### config.mk
export PLATFORM = sky130hd
export DESIGN_NAME = lsd_buffer
export DESIGN_NICKNAME = d
export VERILOG_FILES = /design/src/rtl/lsd_pkg.sv /design/src/rtl/lsd_match_vec.sv /design/src/rtl/lsd_age_pick.sv /design/src/rtl/lsd_buffer.sv
export SDC_FILE = /design/constraint.sdc
export NUM_CORES = 1
export LEC_CHECK = 0
export ABC_AREA = 1
export BUFFER_PORTS_ARGS = -buffer_cell sky130_fd_sc_hd__buf_4
export CAP_MARGIN = 20
export CORE_MARGIN = 4
export CORE_UTILIZATION = 55
export CTS_CLUSTER_DIAMETER = 50
export DETAILED_ROUTE_END_ITERATION = 10
export PLACE_DENSITY = 0.75
export SLEW_MARGIN = 20
export SYNTH_ARGS = -nofsm -noshare
export SYNTH_HDL_FRONTEND = slang
export SYNTH_SLANG_ARGS = --single-unit
### constraint.sdc
create_clock -name clk -period 5.4 [get_ports clk]
set_input_delay 1.08 -clock clk [delete_from_list [all_inputs] [get_ports clk]]
set_output_delay 1.08 -clock clk [all_outputs]
set_load 0.01 [all_outputs]
### src/rtl/lsd_pkg.sv
`timescale 1ns/1ps
package lsd_pkg;

    // Outcome reported for a resolved load.
    typedef enum logic [1:0] {
        RESP_MEM  = 2'd0,
        RESP_FWD  = 2'd1,
        RESP_WAIT = 2'd2
    } resp_kind_e;

    localparam int LSD_DEPTH_DEF = 8;
    localparam int LSD_ADDR_DEF  = 32;
    localparam int LSD_DATA_DEF  = 32;
    localparam int LSD_TAG_DEF   = 6;

endpackage

### src/rtl/lsd_match_vec.sv
`timescale 1ns/1ps
// Per-slot address comparison, split into store and load candidate masks.
module lsd_match_vec #(
    parameter int DEPTH  = 8,
    parameter int ADDR_W = 32
) (
    input  logic [DEPTH-1:0]        valid,
    input  logic [DEPTH-1:0]        is_store,
    input  logic [DEPTH-1:0]        known,
    input  logic [DEPTH*ADDR_W-1:0] addr_flat,
    input  logic [ADDR_W-1:0]       key,
    output logic [DEPTH-1:0]        store_hit,
    output logic [DEPTH-1:0]        load_hit
);
    for (genvar i = 0; i < DEPTH; i++) begin : g_slot
        logic eq;
        assign eq           = (addr_flat[i*ADDR_W +: ADDR_W] == key);
        assign store_hit[i] = valid[i] &  is_store[i] & known[i] & eq;
        assign load_hit[i]  = valid[i] & ~is_store[i] & known[i] & eq;
    end
endmodule

### src/rtl/lsd_age_pick.sv
`timescale 1ns/1ps
// Age-ordered selection relative to a reference slot.
// SEEK_OLDER=1: youngest candidate strictly older than the reference.
// SEEK_OLDER=0: oldest candidate strictly younger than the reference.
module lsd_age_pick #(
    parameter int DEPTH      = 8,
    parameter bit SEEK_OLDER = 1'b1,
    localparam int IDX_W     = $clog2(DEPTH)
) (
    input  logic [IDX_W-1:0] head,
    input  logic [IDX_W-1:0] ref_idx,
    input  logic [DEPTH-1:0] cand,
    output logic             hit,
    output logic [IDX_W-1:0] pick
);
    logic [IDX_W-1:0] ref_age;
    assign ref_age = ref_idx - head;

    if (SEEK_OLDER) begin : g_older
        always_comb begin
            hit  = 1'b0;
            pick = '0;
            for (int k = 0; k < DEPTH; k++) begin
                if (k < int'(ref_age) && cand[head + IDX_W'(k)]) begin
                    hit  = 1'b1;
                    pick = head + IDX_W'(k);
                end
            end
        end
    end else begin : g_younger
        always_comb begin
            hit  = 1'b0;
            pick = '0;
            for (int k = DEPTH - 1; k >= 0; k--) begin
                if (k > int'(ref_age) && cand[head + IDX_W'(k)]) begin
                    hit  = 1'b1;
                    pick = head + IDX_W'(k);
                end
            end
        end
    end
endmodule

### src/rtl/lsd_buffer.sv
`timescale 1ns/1ps
module lsd_buffer
    import lsd_pkg::*;
#(
    parameter int DEPTH  = LSD_DEPTH_DEF,
    parameter int ADDR_W = LSD_ADDR_DEF,
    parameter int DATA_W = LSD_DATA_DEF,
    parameter int TAG_W  = LSD_TAG_DEF,
    localparam int IDX_W = $clog2(DEPTH),
    localparam int CNT_W = IDX_W + 1
) (
    input  logic              clk,
    input  logic              rst,
    input  logic              alloc_valid,
    input  logic              alloc_is_store,
    input  logic [TAG_W-1:0]  alloc_tag,
    output logic              alloc_ready,
    output logic [IDX_W-1:0]  alloc_idx,
    input  logic              res_valid,
    input  logic [IDX_W-1:0]  res_idx,
    input  logic [ADDR_W-1:0] res_addr,
    input  logic              sdata_valid,
    input  logic [IDX_W-1:0]  sdata_idx,
    input  logic [DATA_W-1:0] sdata_value,
    input  logic              retire_valid,
    output logic              resp_valid,
    output logic [1:0]        resp_kind,
    output logic [IDX_W-1:0]  resp_idx,
    output logic [DATA_W-1:0] resp_data,
    output logic [TAG_W-1:0]  resp_tag,
    output logic              flush_valid,
    output logic [IDX_W-1:0]  flush_idx
);
    typedef struct packed {
        logic              valid;
        logic              is_store;
        logic              known;
        logic              rdy;
        logic [ADDR_W-1:0] addr;
        logic [DATA_W-1:0] data;
        logic [TAG_W-1:0]  tag;
    } slot_t;

    slot_t            ent [DEPTH];
    logic [IDX_W-1:0] head, tail;
    logic [CNT_W-1:0] count, cnt_next;

    // Flattened views for the comparators.
    logic [DEPTH-1:0]        v_vec, st_vec, kn_vec, squash;
    logic [DEPTH*ADDR_W-1:0] addr_flat;
    logic [DEPTH-1:0]        st_cand, ld_cand;

    logic             old_hit, yng_hit;
    logic [IDX_W-1:0] old_pick, yng_pick, flush_age;
    logic             res_is_store, load_go, flush_now, alloc_fire, retire_fire;

    for (genvar i = 0; i < DEPTH; i++) begin : g_flat
        logic [IDX_W-1:0] age_i;
        assign v_vec[i]                       = ent[i].valid;
        assign st_vec[i]                      = ent[i].is_store;
        assign kn_vec[i]                      = ent[i].known;
        assign addr_flat[i*ADDR_W +: ADDR_W]  = ent[i].addr;
        assign age_i                          = IDX_W'(i) - head;
        assign squash[i]                      = flush_now && (age_i >= flush_age);
    end

    lsd_match_vec #(.DEPTH(DEPTH), .ADDR_W(ADDR_W)) u_match (
        .valid(v_vec), .is_store(st_vec), .known(kn_vec),
        .addr_flat(addr_flat), .key(res_addr),
        .store_hit(st_cand), .load_hit(ld_cand)
    );

    lsd_age_pick #(.DEPTH(DEPTH), .SEEK_OLDER(1'b1)) u_pick_older (
        .head(head), .ref_idx(res_idx), .cand(st_cand),
        .hit(old_hit), .pick(old_pick)
    );

    lsd_age_pick #(.DEPTH(DEPTH), .SEEK_OLDER(1'b0)) u_pick_younger (
        .head(head), .ref_idx(res_idx), .cand(ld_cand),
        .hit(yng_hit), .pick(yng_pick)
    );

    assign res_is_store = ent[res_idx].is_store;
    assign load_go      = res_valid && !res_is_store;
    assign flush_now    = res_valid && res_is_store && yng_hit;
    assign flush_age    = yng_pick - head;
    assign alloc_ready  = (count != CNT_W'(DEPTH)) && !flush_now;
    assign alloc_fire   = alloc_valid && alloc_ready;
    assign retire_fire  = retire_valid && (count != '0);
    assign alloc_idx    = tail;

    always_comb begin
        cnt_next = flush_now ? CNT_W'(flush_age) : count;
        cnt_next = cnt_next - CNT_W'(retire_fire) + CNT_W'(alloc_fire);
    end

    always_ff @(posedge clk) begin
        if (rst) begin
            for (int i = 0; i < DEPTH; i++) ent[i] <= '0;
            head        <= '0;
            tail        <= '0;
            count       <= '0;
            resp_valid  <= 1'b0;
            resp_kind   <= RESP_MEM;
            resp_idx    <= '0;
            resp_data   <= '0;
            resp_tag    <= '0;
            flush_valid <= 1'b0;
            flush_idx   <= '0;
        end else begin
            resp_valid  <= load_go;
            resp_idx    <= res_idx;
            if (load_go && old_hit) begin
                resp_kind <= ent[old_pick].rdy ? RESP_FWD : RESP_WAIT;
                resp_data <= ent[old_pick].rdy ? ent[old_pick].data : '0;
                resp_tag  <= ent[old_pick].tag;
            end else begin
                resp_kind <= RESP_MEM;
                resp_data <= '0;
                resp_tag  <= '0;
            end
            flush_valid <= flush_now;
            flush_idx   <= yng_pick;

            if (res_valid) begin
                ent[res_idx].known <= 1'b1;
                ent[res_idx].addr  <= res_addr;
            end
            if (sdata_valid) begin
                ent[sdata_idx].rdy  <= 1'b1;
                ent[sdata_idx].data <= sdata_value;
            end
            if (alloc_fire) begin
                ent[tail] <= '{valid: 1'b1, is_store: alloc_is_store, known: 1'b0,
                               rdy: 1'b0, addr: '0, data: '0, tag: alloc_tag};
            end
            if (retire_fire) begin
                ent[head].valid <= 1'b0;
                head            <= head + 1'b1;
            end
            for (int i = 0; i < DEPTH; i++) begin
                if (squash[i]) ent[i].valid <= 1'b0;
            end
            if (flush_now)       tail <= yng_pick;
            else if (alloc_fire) tail <= tail + 1'b1;
            count <= cnt_next;
        end
    end
endmodule

# ---- Word-level counts from Yosys, hierarchy flattened
# Memories as Yosys holds them, arrays and structs flattened.
# Index checks and enable logic that the tools add are counted.
# Widths: inputs -> output; s select.
dict set report totals {
  reg_bits 58
  latch_bits 0
  ram_bits 592
  romBits 0
  input_bits 83
  out_inout_bits 52
  wordCells 295
  n_memories 1
}
dict set report classes {
  n_addsub 20
  mul 0
  div_mod_pow 0
  order_cmp 30
  eq_ne 11
  shift 0
  muxes 109
  bitwise 78
  reduce_logical 36
}
# name depth width read_ports rd_clocked_by_memory_dff wr line
set memory_table {}
lappend memory_table {ent 8 74 10 0 11 lsd_buffer.sv:44} ;# slot_t ent [DEPTH];
# cell n
set op_table {}
lappend op_table {{$eq 32x32->1} 8}
lappend op_table {{$mux 1} 74}
lappend op_table {{$mux 74} 1}
lappend op_table {{$reduce_or 74->1} 1}
lappend op_table {{$and 1x1->1} 54}
lappend op_table {{$mux 3} 17}
lappend op_table {{$bmux 1 s3} 14}
lappend op_table {{$lt 3x4->1 const B} 8}
lappend op_table {{$logic_and 1x1->1} 29}
lappend op_table {{$ge 3x3->1} 8}
lappend op_table {{$not 1->1} 14}
lappend op_table {{$add 3x3->3 const B} 4}
lappend op_table {{$gt 3x3->1 const A} 4}
lappend op_table {{$sub 3x3->3 const A} 4}
lappend op_table {{$lt 3x3->1 const A} 3}
lappend op_table {{$or 1x1->1} 8}
lappend op_table {{$add 3x1->3 const B} 2}
lappend op_table {{$add 3x2->3 const B} 2}
lappend op_table {{$eq 3x3->1} 2}
lappend op_table {{$gt 2x3->1 const A} 2}
lappend op_table {{$lt 1x3->1 const A} 2}
lappend op_table {{$lt 2x3->1 const A} 2}
lappend op_table {{$sub 1x3->3 const A} 2}
lappend op_table {{$sub 2x3->3 const A} 2}
lappend op_table {{other kinds (13)} 17}

# ---- Depth between registers and ports, before layout
# An unclocked memory read counts as a cell.
dict set report logic_depth {
  ltp_word 25
  depth_mapped 39
  depth_no_buf 37
}

# ---- By module
# From an unflattened synthesis, not the netlist that was laid out.
dict set report unflattened {
  hier_cells 4579
  area_unflattened_um2 32343.5
}
# mod n_inst cells_each area_each_um2 seq_area_each_um2
set modules_own_cells {}
lappend modules_own_cells {lsd_buffer 1 3488 26739.4 13573.0}
lappend modules_own_cells {lsd_match_vec 1 793 4076.4 0.0}
lappend modules_own_cells {{lsd_age_pick at u_pick_younger} 1 154 804.5 0.0}
lappend modules_own_cells {{lsd_age_pick at u_pick_older} 1 144 723.2 0.0}

# ---- Worst setup path before layout
# No wires, ideal clock.
dict set report synth_path {
  path_kind {input-to-reg}
  from {input res_idx[0]}
  to {register count[3]}
  setup_ns 0.115
  arrival_time_ns 5.511
  required_time_ns 5.285
  path_slack_ns -0.226
  cell_stages 31
  n_path_buf 1
  cell_sequence {clkbuf_1 > inv_1 > ha_1 > inv_1 > fa_1 > xor2_1 > xor2_1 > inv_1 > nor2_1 > nand2_1 > a21o_1 > or2_2 > nand2_1 > nand2_1 > nand2_1 > inv_1 > ha_1 > fa_1 > xor2_1 > inv_1 > nand2_1 > nand2_1 > nand2_1 > o21ai_0 > ha_1 > nand2_1 > nor2_1 > a211oi_1 > nand3_1 > nand2_1 > nor2_1}
}
dict set report synth_via {
  word_cells_on_any_way 39
  cone_classes {add/sub (4); order compare (7); mux (15); reduce/logical (12); memory (1)}
}
# element line
set synth_rtl {}
lappend synth_rtl {{from (decl)} lsd_buffer.sv:20} ;# input logic [IDX_W-1:0] res_idx,
lappend synth_rtl {{$sub 3x3->3 *} lsd_age_pick.sv:17} ;# assign ref_age = ref_idx - head;
lappend synth_rtl {{$gt 3x3->1} lsd_age_pick.sv:35} ;# if (k > int'(ref_age) && cand[head + IDX_W'(k)]) begin
lappend synth_rtl {{$logic_and 1x1->1} lsd_age_pick.sv:35}
lappend synth_rtl {{$mux 3 (6 in series)} lsd_age_pick.sv:35}
lappend synth_rtl {{$mux 3 *} lsd_age_pick.sv:35}
lappend synth_rtl {{net u_pick_younger.pick[0]} lsd_age_pick.sv:14} ;# output logic [IDX_W-1:0] pick
lappend synth_rtl {{$sub 3x3->3 *} lsd_buffer.sv:86} ;# assign flush_age = yng_pick - head;
lappend synth_rtl {{$mux 4 *} lsd_buffer.sv:93} ;# cnt_next = flush_now ? CNT_W'(flush_age) : count;
lappend synth_rtl {{$sub 4x1->4 *} lsd_buffer.sv:94} ;# cnt_next = cnt_next - CNT_W'(retire_fire) + CNT_W'(alloc_fire);
lappend synth_rtl {{$add 4x1->4 *} lsd_buffer.sv:94}
lappend synth_rtl {{to (signal assigned)} lsd_buffer.sv:146} ;# count <= cnt_next;
lappend synth_rtl {{to (decl)} lsd_buffer.sv:46} ;# logic [CNT_W-1:0] count, cnt_next;
# Mark *: on every way through the listed nets, which the timed path passes. The rest lies on a longest branch.
# A chain may end at the register's enable or synchronous reset.

# ---- Worst setup path after layout
dict set report layout_path {
  from {input res_addr[3]}
  to {register count[3]}
}
dict set report layout_via {
  word_cells_on_any_way 59
  cone_classes {add/sub (3); eq/ne (8); mux (29); bitwise (8); reduce/logical (11)}
}
# element line
set layout_rtl {}
lappend layout_rtl {{from (decl)} lsd_buffer.sv:21} ;# input logic [ADDR_W-1:0] res_addr,
lappend layout_rtl {{$eq 32x32->1} lsd_match_vec.sv:17} ;# assign eq = (addr_flat[i*ADDR_W +: ADDR_W] == key);
lappend layout_rtl {{$and 1x1->1} lsd_match_vec.sv:19} ;# assign load_hit[i] = valid[i] & ~is_store[i] & known[i] & eq;
lappend layout_rtl {{$bmux 1 s3} lsd_age_pick.sv:35}
lappend layout_rtl {{$mux 1 (not written as such)} lsd_age_pick.sv:35}
lappend layout_rtl {{$logic_and 1x1->1} lsd_age_pick.sv:35}
lappend layout_rtl {{$mux 3 (6 in series)} lsd_age_pick.sv:35}
lappend layout_rtl {{$mux 3 *} lsd_age_pick.sv:35}
lappend layout_rtl {{net u_pick_younger.pick[0]} lsd_age_pick.sv:14}
lappend layout_rtl {{$sub 3x3->3 *} lsd_buffer.sv:86}
lappend layout_rtl {{$mux 4 *} lsd_buffer.sv:93}
lappend layout_rtl {{$sub 4x1->4 *} lsd_buffer.sv:94}
lappend layout_rtl {{$add 4x1->4 *} lsd_buffer.sv:94}
# Mark *: on every way through the listed nets, which the timed path passes. The rest lies on a longest branch. The select of a mux whose other input is x is not followed.

==> tab_implementation.tex <==
\begin{tabular}{lr}
\hline
Metric & Value \\
\hline
\multicolumn{2}{l}{\textbf{Clock network}} \\
\quad Number of buffers added for setup after CTS & 0 \\
\quad Number of sinks handled by clock tree synthesis & between 600 and 700 \\
\quad H-Tree Level Count & 3 \\
\quad Number of resized instances in the post-cts repair step & 0 \\
\quad Clock root buffer & sky130\_fd\_sc\_hd\_\_clkbuf\_16 \\
\quad Clock tree from TritonCTS & built \\
\quad Number of clock buffers inserted by TritonCTS & 76 \\
\quad Hold-fix buffers at CTS & 0 \\
\quad Clock slew at the register clock pins of the worst setup and hold paths & about 0.050 ns \\
\quad Number of buffers on the longest clock path & 3 \\
\quad Clock latency reported for the late side of the worst-skew pair & around 0.63 ns \\
\multicolumn{2}{l}{\textbf{Placed design}} \\
\quad Routability-driven placement congestion ratio & a little under 1 \\
\quad Place WS & -0.06676 ns \\
\quad Area post-placement & between 30000 and 40000 µm² \\
\quad Port-buffer cells & approximately 130 \\
\quad Detailed placement HPWL & 58.70 mm \\
\multicolumn{2}{l}{\textbf{Flow run}} \\
\quad Max-cap violation count & 0 \\
\multicolumn{2}{l}{\textbf{GRT}} \\
\quad Number of global-route vias before repair & around 26000 \\
\quad Number of antenna violations at the first check in global routing & 4 \\
\quad Largest net degree at the start of global routing & 90 \\
\quad Global-route wire length before repair & roughly 150 mm \\
\quad GR Overflow Total & 0 \\
\quad Global Route Usage Sum & 0.3095 \\
\multicolumn{2}{l}{\textbf{Timing}} \\
\quad Period utilisation layout & 0.9152 \\
\quad Final critical-path setup slack & 0.4579 ns \\
\quad Final count of pins violating max slew & 0 \\
\quad Aggregate negative setup slack & 0 ns \\
\quad Worst Clk Skew & 0.03315 ns \\
\quad Peak Freq & between 200 and 250 MHz \\
\quad Setup repair after global routing missed its margin & false \\
\quad Final setup violation count & 0 \\
\quad Final worst path period need & roughly 4.9 ns \\
\quad Hold slack final & around 0.47 ns \\
\quad Transition at the pin with the smallest max-transition slack & approximately 1.1 ns \\
\quad Endpoints failing hold & 0 \\
\quad Worst max-slew margin expressed relative to the limit & 0.2746 \\
\multicolumn{2}{l}{\textbf{Drt}} \\
\quad Routed wire length & approximately 94 mm \\
\quad Vias per std cell & 5.802 \\
\quad Number of DRC violations after detailed routing & 0 \\
\quad Vias & $\sim$28000 \\
\quad Pre-Repair DR Iteration Count & 7 \\
\quad Number of routed nets with antenna violations & 0 \\
\quad Routed length per placed instance & 19.60 µm \\
\quad Detailed Route Iter0 Violations & roughly 2900 \\
\multicolumn{2}{l}{\textbf{Setup path}} \\
\quad Crit path capture type & flop \\
\quad CP Launch Type & input port \\
\quad Data arrival at the endpoint of the critical path & roughly 5.4 ns \\
\quad Critical path start-end classification & in -> reg \\
\quad Most used cell along the critical path & sky130\_fd\_sc\_hd\_\_nand2\_1 \\
\quad Data required, critical path & between 5 and 6 ns \\
\quad Beginning of the worst register-to-register path & head[0]\$\_SDFFE\_PP0P\_ \\
\quad Slowest Stage Delay on Critical Path & 0.36 ns \\
\quad Critical path fanouts, max & 11 \\
\quad Buffer and inverter count on the worst path & 3 \\
\quad Critical Path Slowest Stage Cell & sky130\_fd\_sc\_hd\_\_ha\_1 \\
\quad Family of cells with the greatest summed delay on the critical path & simple AND/OR/NAND/NOR gates \\
\quad Critical path startpoint & res\_addr[3] \\
\multicolumn{2}{l}{\textbf{Cells and area}} \\
\quad Most common library cell in the layout ignoring fill and taps & sky130\_fd\_sc\_hd\_\_nand2\_1 \\
\quad Layout overhead on the synthesized area & 13.81\% \\
\quad Share of post-route cells with drive strength above 1 & 0.1178 \\
\quad Commonest cells after routing, fill and taps aside & sky130\_fd\_sc\_hd\_\_nand2\_1, sky130\_fd\_sc\_hd\_\_nand3\_1, sky130\_fd\_sc\_hd\_\_dfxtp\_1, sky130\_fd\_sc\_hd\_\_o21ai\_0, sky130\_fd\_sc\_hd\_\_o21ai\_1 \\
\quad Final net count & about 4100 \\
\quad Multi-input logic area & 14260 µm² \\
\quad Final Cell Area & around 34000 µm² \\
\quad Number of filler instances in the final layout & 4815 \\
\quad Combined flip-flop and latch cell area & roughly 14000 µm² \\
\multicolumn{2}{l}{\textbf{Floorplan}} \\
\quad Overall die height & $\sim$240 µm \\
\quad Top-level I/O count & around 140 \\
\quad Count of standard-cell rows & 85 \\
\quad Starting density of the core & 0.5573 \\
\quad Die Wd & 242.0 µm \\
\quad Area of the core region & roughly 54000 µm² \\
\quad Die Area & just under 60000 µm² \\
\multicolumn{2}{l}{\textbf{Synth}} \\
\quad Post-synthesis average cell area & between 7 and 8 µm² \\
\quad Synthesized flop and latch total & 650 \\
\quad Gate count after technology mapping & between 3000 and 4000 \\
\quad Total number of yosys warnings & 0 \\
\quad Post-synth cell types & slightly below 50 \\
\quad Syn nets & 4088 \\
\quad Combined area of all synthesized cells & $\sim$30000 µm² \\
\quad Seq/Total Area, Yosys & 0.4508 \\
\multicolumn{2}{l}{\textbf{Status}} \\
\quad Outcome & finished clean \\
\multicolumn{2}{l}{\textbf{Power}} \\
\quad Reported leakage power & about 14 nW \\
\quad Highest ir drop seen on vdd & around 0.64 mV \\
\quad Total power divided by cell area & 567.5 nW/µm² \\
\multicolumn{2}{l}{\textbf{Hold path}} \\
\quad Class of the tightest hold or removal check & reg -> reg \\
\quad Min-delay src & ent[1][6]\$\_SDFFE\_PP0P\_ \\
\hline
\end{tabular}
[Yosys cell counts, drive strengths merged]
cell    count  share of area
a211oi      2        0.00050
a21boi      3        0.00075
a21o        3        0.00075
a21oi      63          0.011
a221oi      1        0.00029
a31oi       3        0.00062
a32o        1        0.00033
buf       196          0.041
clkbuf     75         0.0096
clkinv      1        0.00012
dfxtp     594           0.39
edfxtp     56          0.056
fa          3         0.0020
ha         23         0.0096
inv       235          0.029
nand2     846           0.11
nand3     792           0.13
nand4      13         0.0027
nor2      276          0.037
nor3       18         0.0032
nor4        2        0.00042
o211ai      3        0.00075
o21ai     534          0.091
o221ai      3        0.00087
o22ai       1        0.00021
o31ai       1        0.00025
or2         1        0.00021
xnor2     224          0.065
xor2        6         0.0017
[worst min-delay path, delay by kind of cell (launching register included)]
kind	cells	cell delay [ns]
flops	1	0.31
compound gates	1	0.05
simple gates	1	0.06
[worst paths after layout]
path	to	slack [ns]	cells after the start
max reg2reg	count[3]$_SDFF_PP0_	0.69	29
min reg2reg	ent[1][6]$_SDFFE_PP0P_	0.47	2
max	count[3]$_SDFF_PP0_	0.46	32
min	ent[1][6]$_SDFFE_PP0P_	0.47	2
[cell families (layout without fill, tap and decap cells)]
kind of cell / Yosys count / count (layout) / share of synthesized area
XOR/XNOR: 230 / 230 / 0.06691
flip-flops: 650 / 650 / 0.4508
AO/OA/AOI/OAI: 618 / 618 / 0.1069
adder cells (fa/ha/maj): 26 / 26 / 0.01155
buffers and inverters: 507 / 619 / 0.07996
AND/OR/NAND/NOR: 1948 / 1948 / 0.2838
other: 0 / 1 / 0
[power by group]
| group | internal (mW) | switching (mW) |
|---|---|---|
| logic | 2.79 | 6.23 |
| clock network | 3.07 | 2.09 |
| registers | 5.12 | 0.140 |
[flip-flops by register name, indices dropped and copies added (netlist names)]
name	count
alloc_idx	3
count	4
ent	592
flush_idx	3
flush_valid	1
head	3
resp_data	32
resp_idx	3
resp_kind	2
resp_tag	6
resp_valid	1
[metal layers]
| metal | up-vias | track usage | routed length [µm] |
|---|---|---|---|
| met5 | - | 0 | 34 |
| met4 | 6 | 0.1108 | 3025 |
| met3 | 236 | 0.06873 | 9017 |
| met2 | 1308 | 0.5003 | 42970 |
| met1 | 12980 | 0.4106 | 38800 |
| li1 | 13250 | - | - |
[final cells by class]
cell class | count | share of cell area
well taps | 696 | 0.02542
inverters | 236 | 0.02607
diodes | 1 | 0.00007303
repair buffers | 247 | 0.06215
clock inverters | 30 | 0.009421
flip-flops and latches | 650 | 0.3961
multi-input cells | 2822 | 0.4163
clock buffers | 106 | 0.06441
[metrics by stage]
| stage | power [mW] | std cells | utilization |
|---|---|---|---|
| 2_1_floorplan | 11.77 | 3979 | - |
| 3_3_place_gp | 14.11 | 4651 | 0.5873 |
| 3_5_place_dp | 14.16 | 4651 | 0.5873 |
| 4_1_cts | 19.31 | 4787 | 0.6342 |
| 5_1_grt | 20.57 | 4788 | 0.6342 |
| 6_report | 19.45 | 4788 | 0.6342 |
Note: power is estimated with default switching activity, not from simulation.
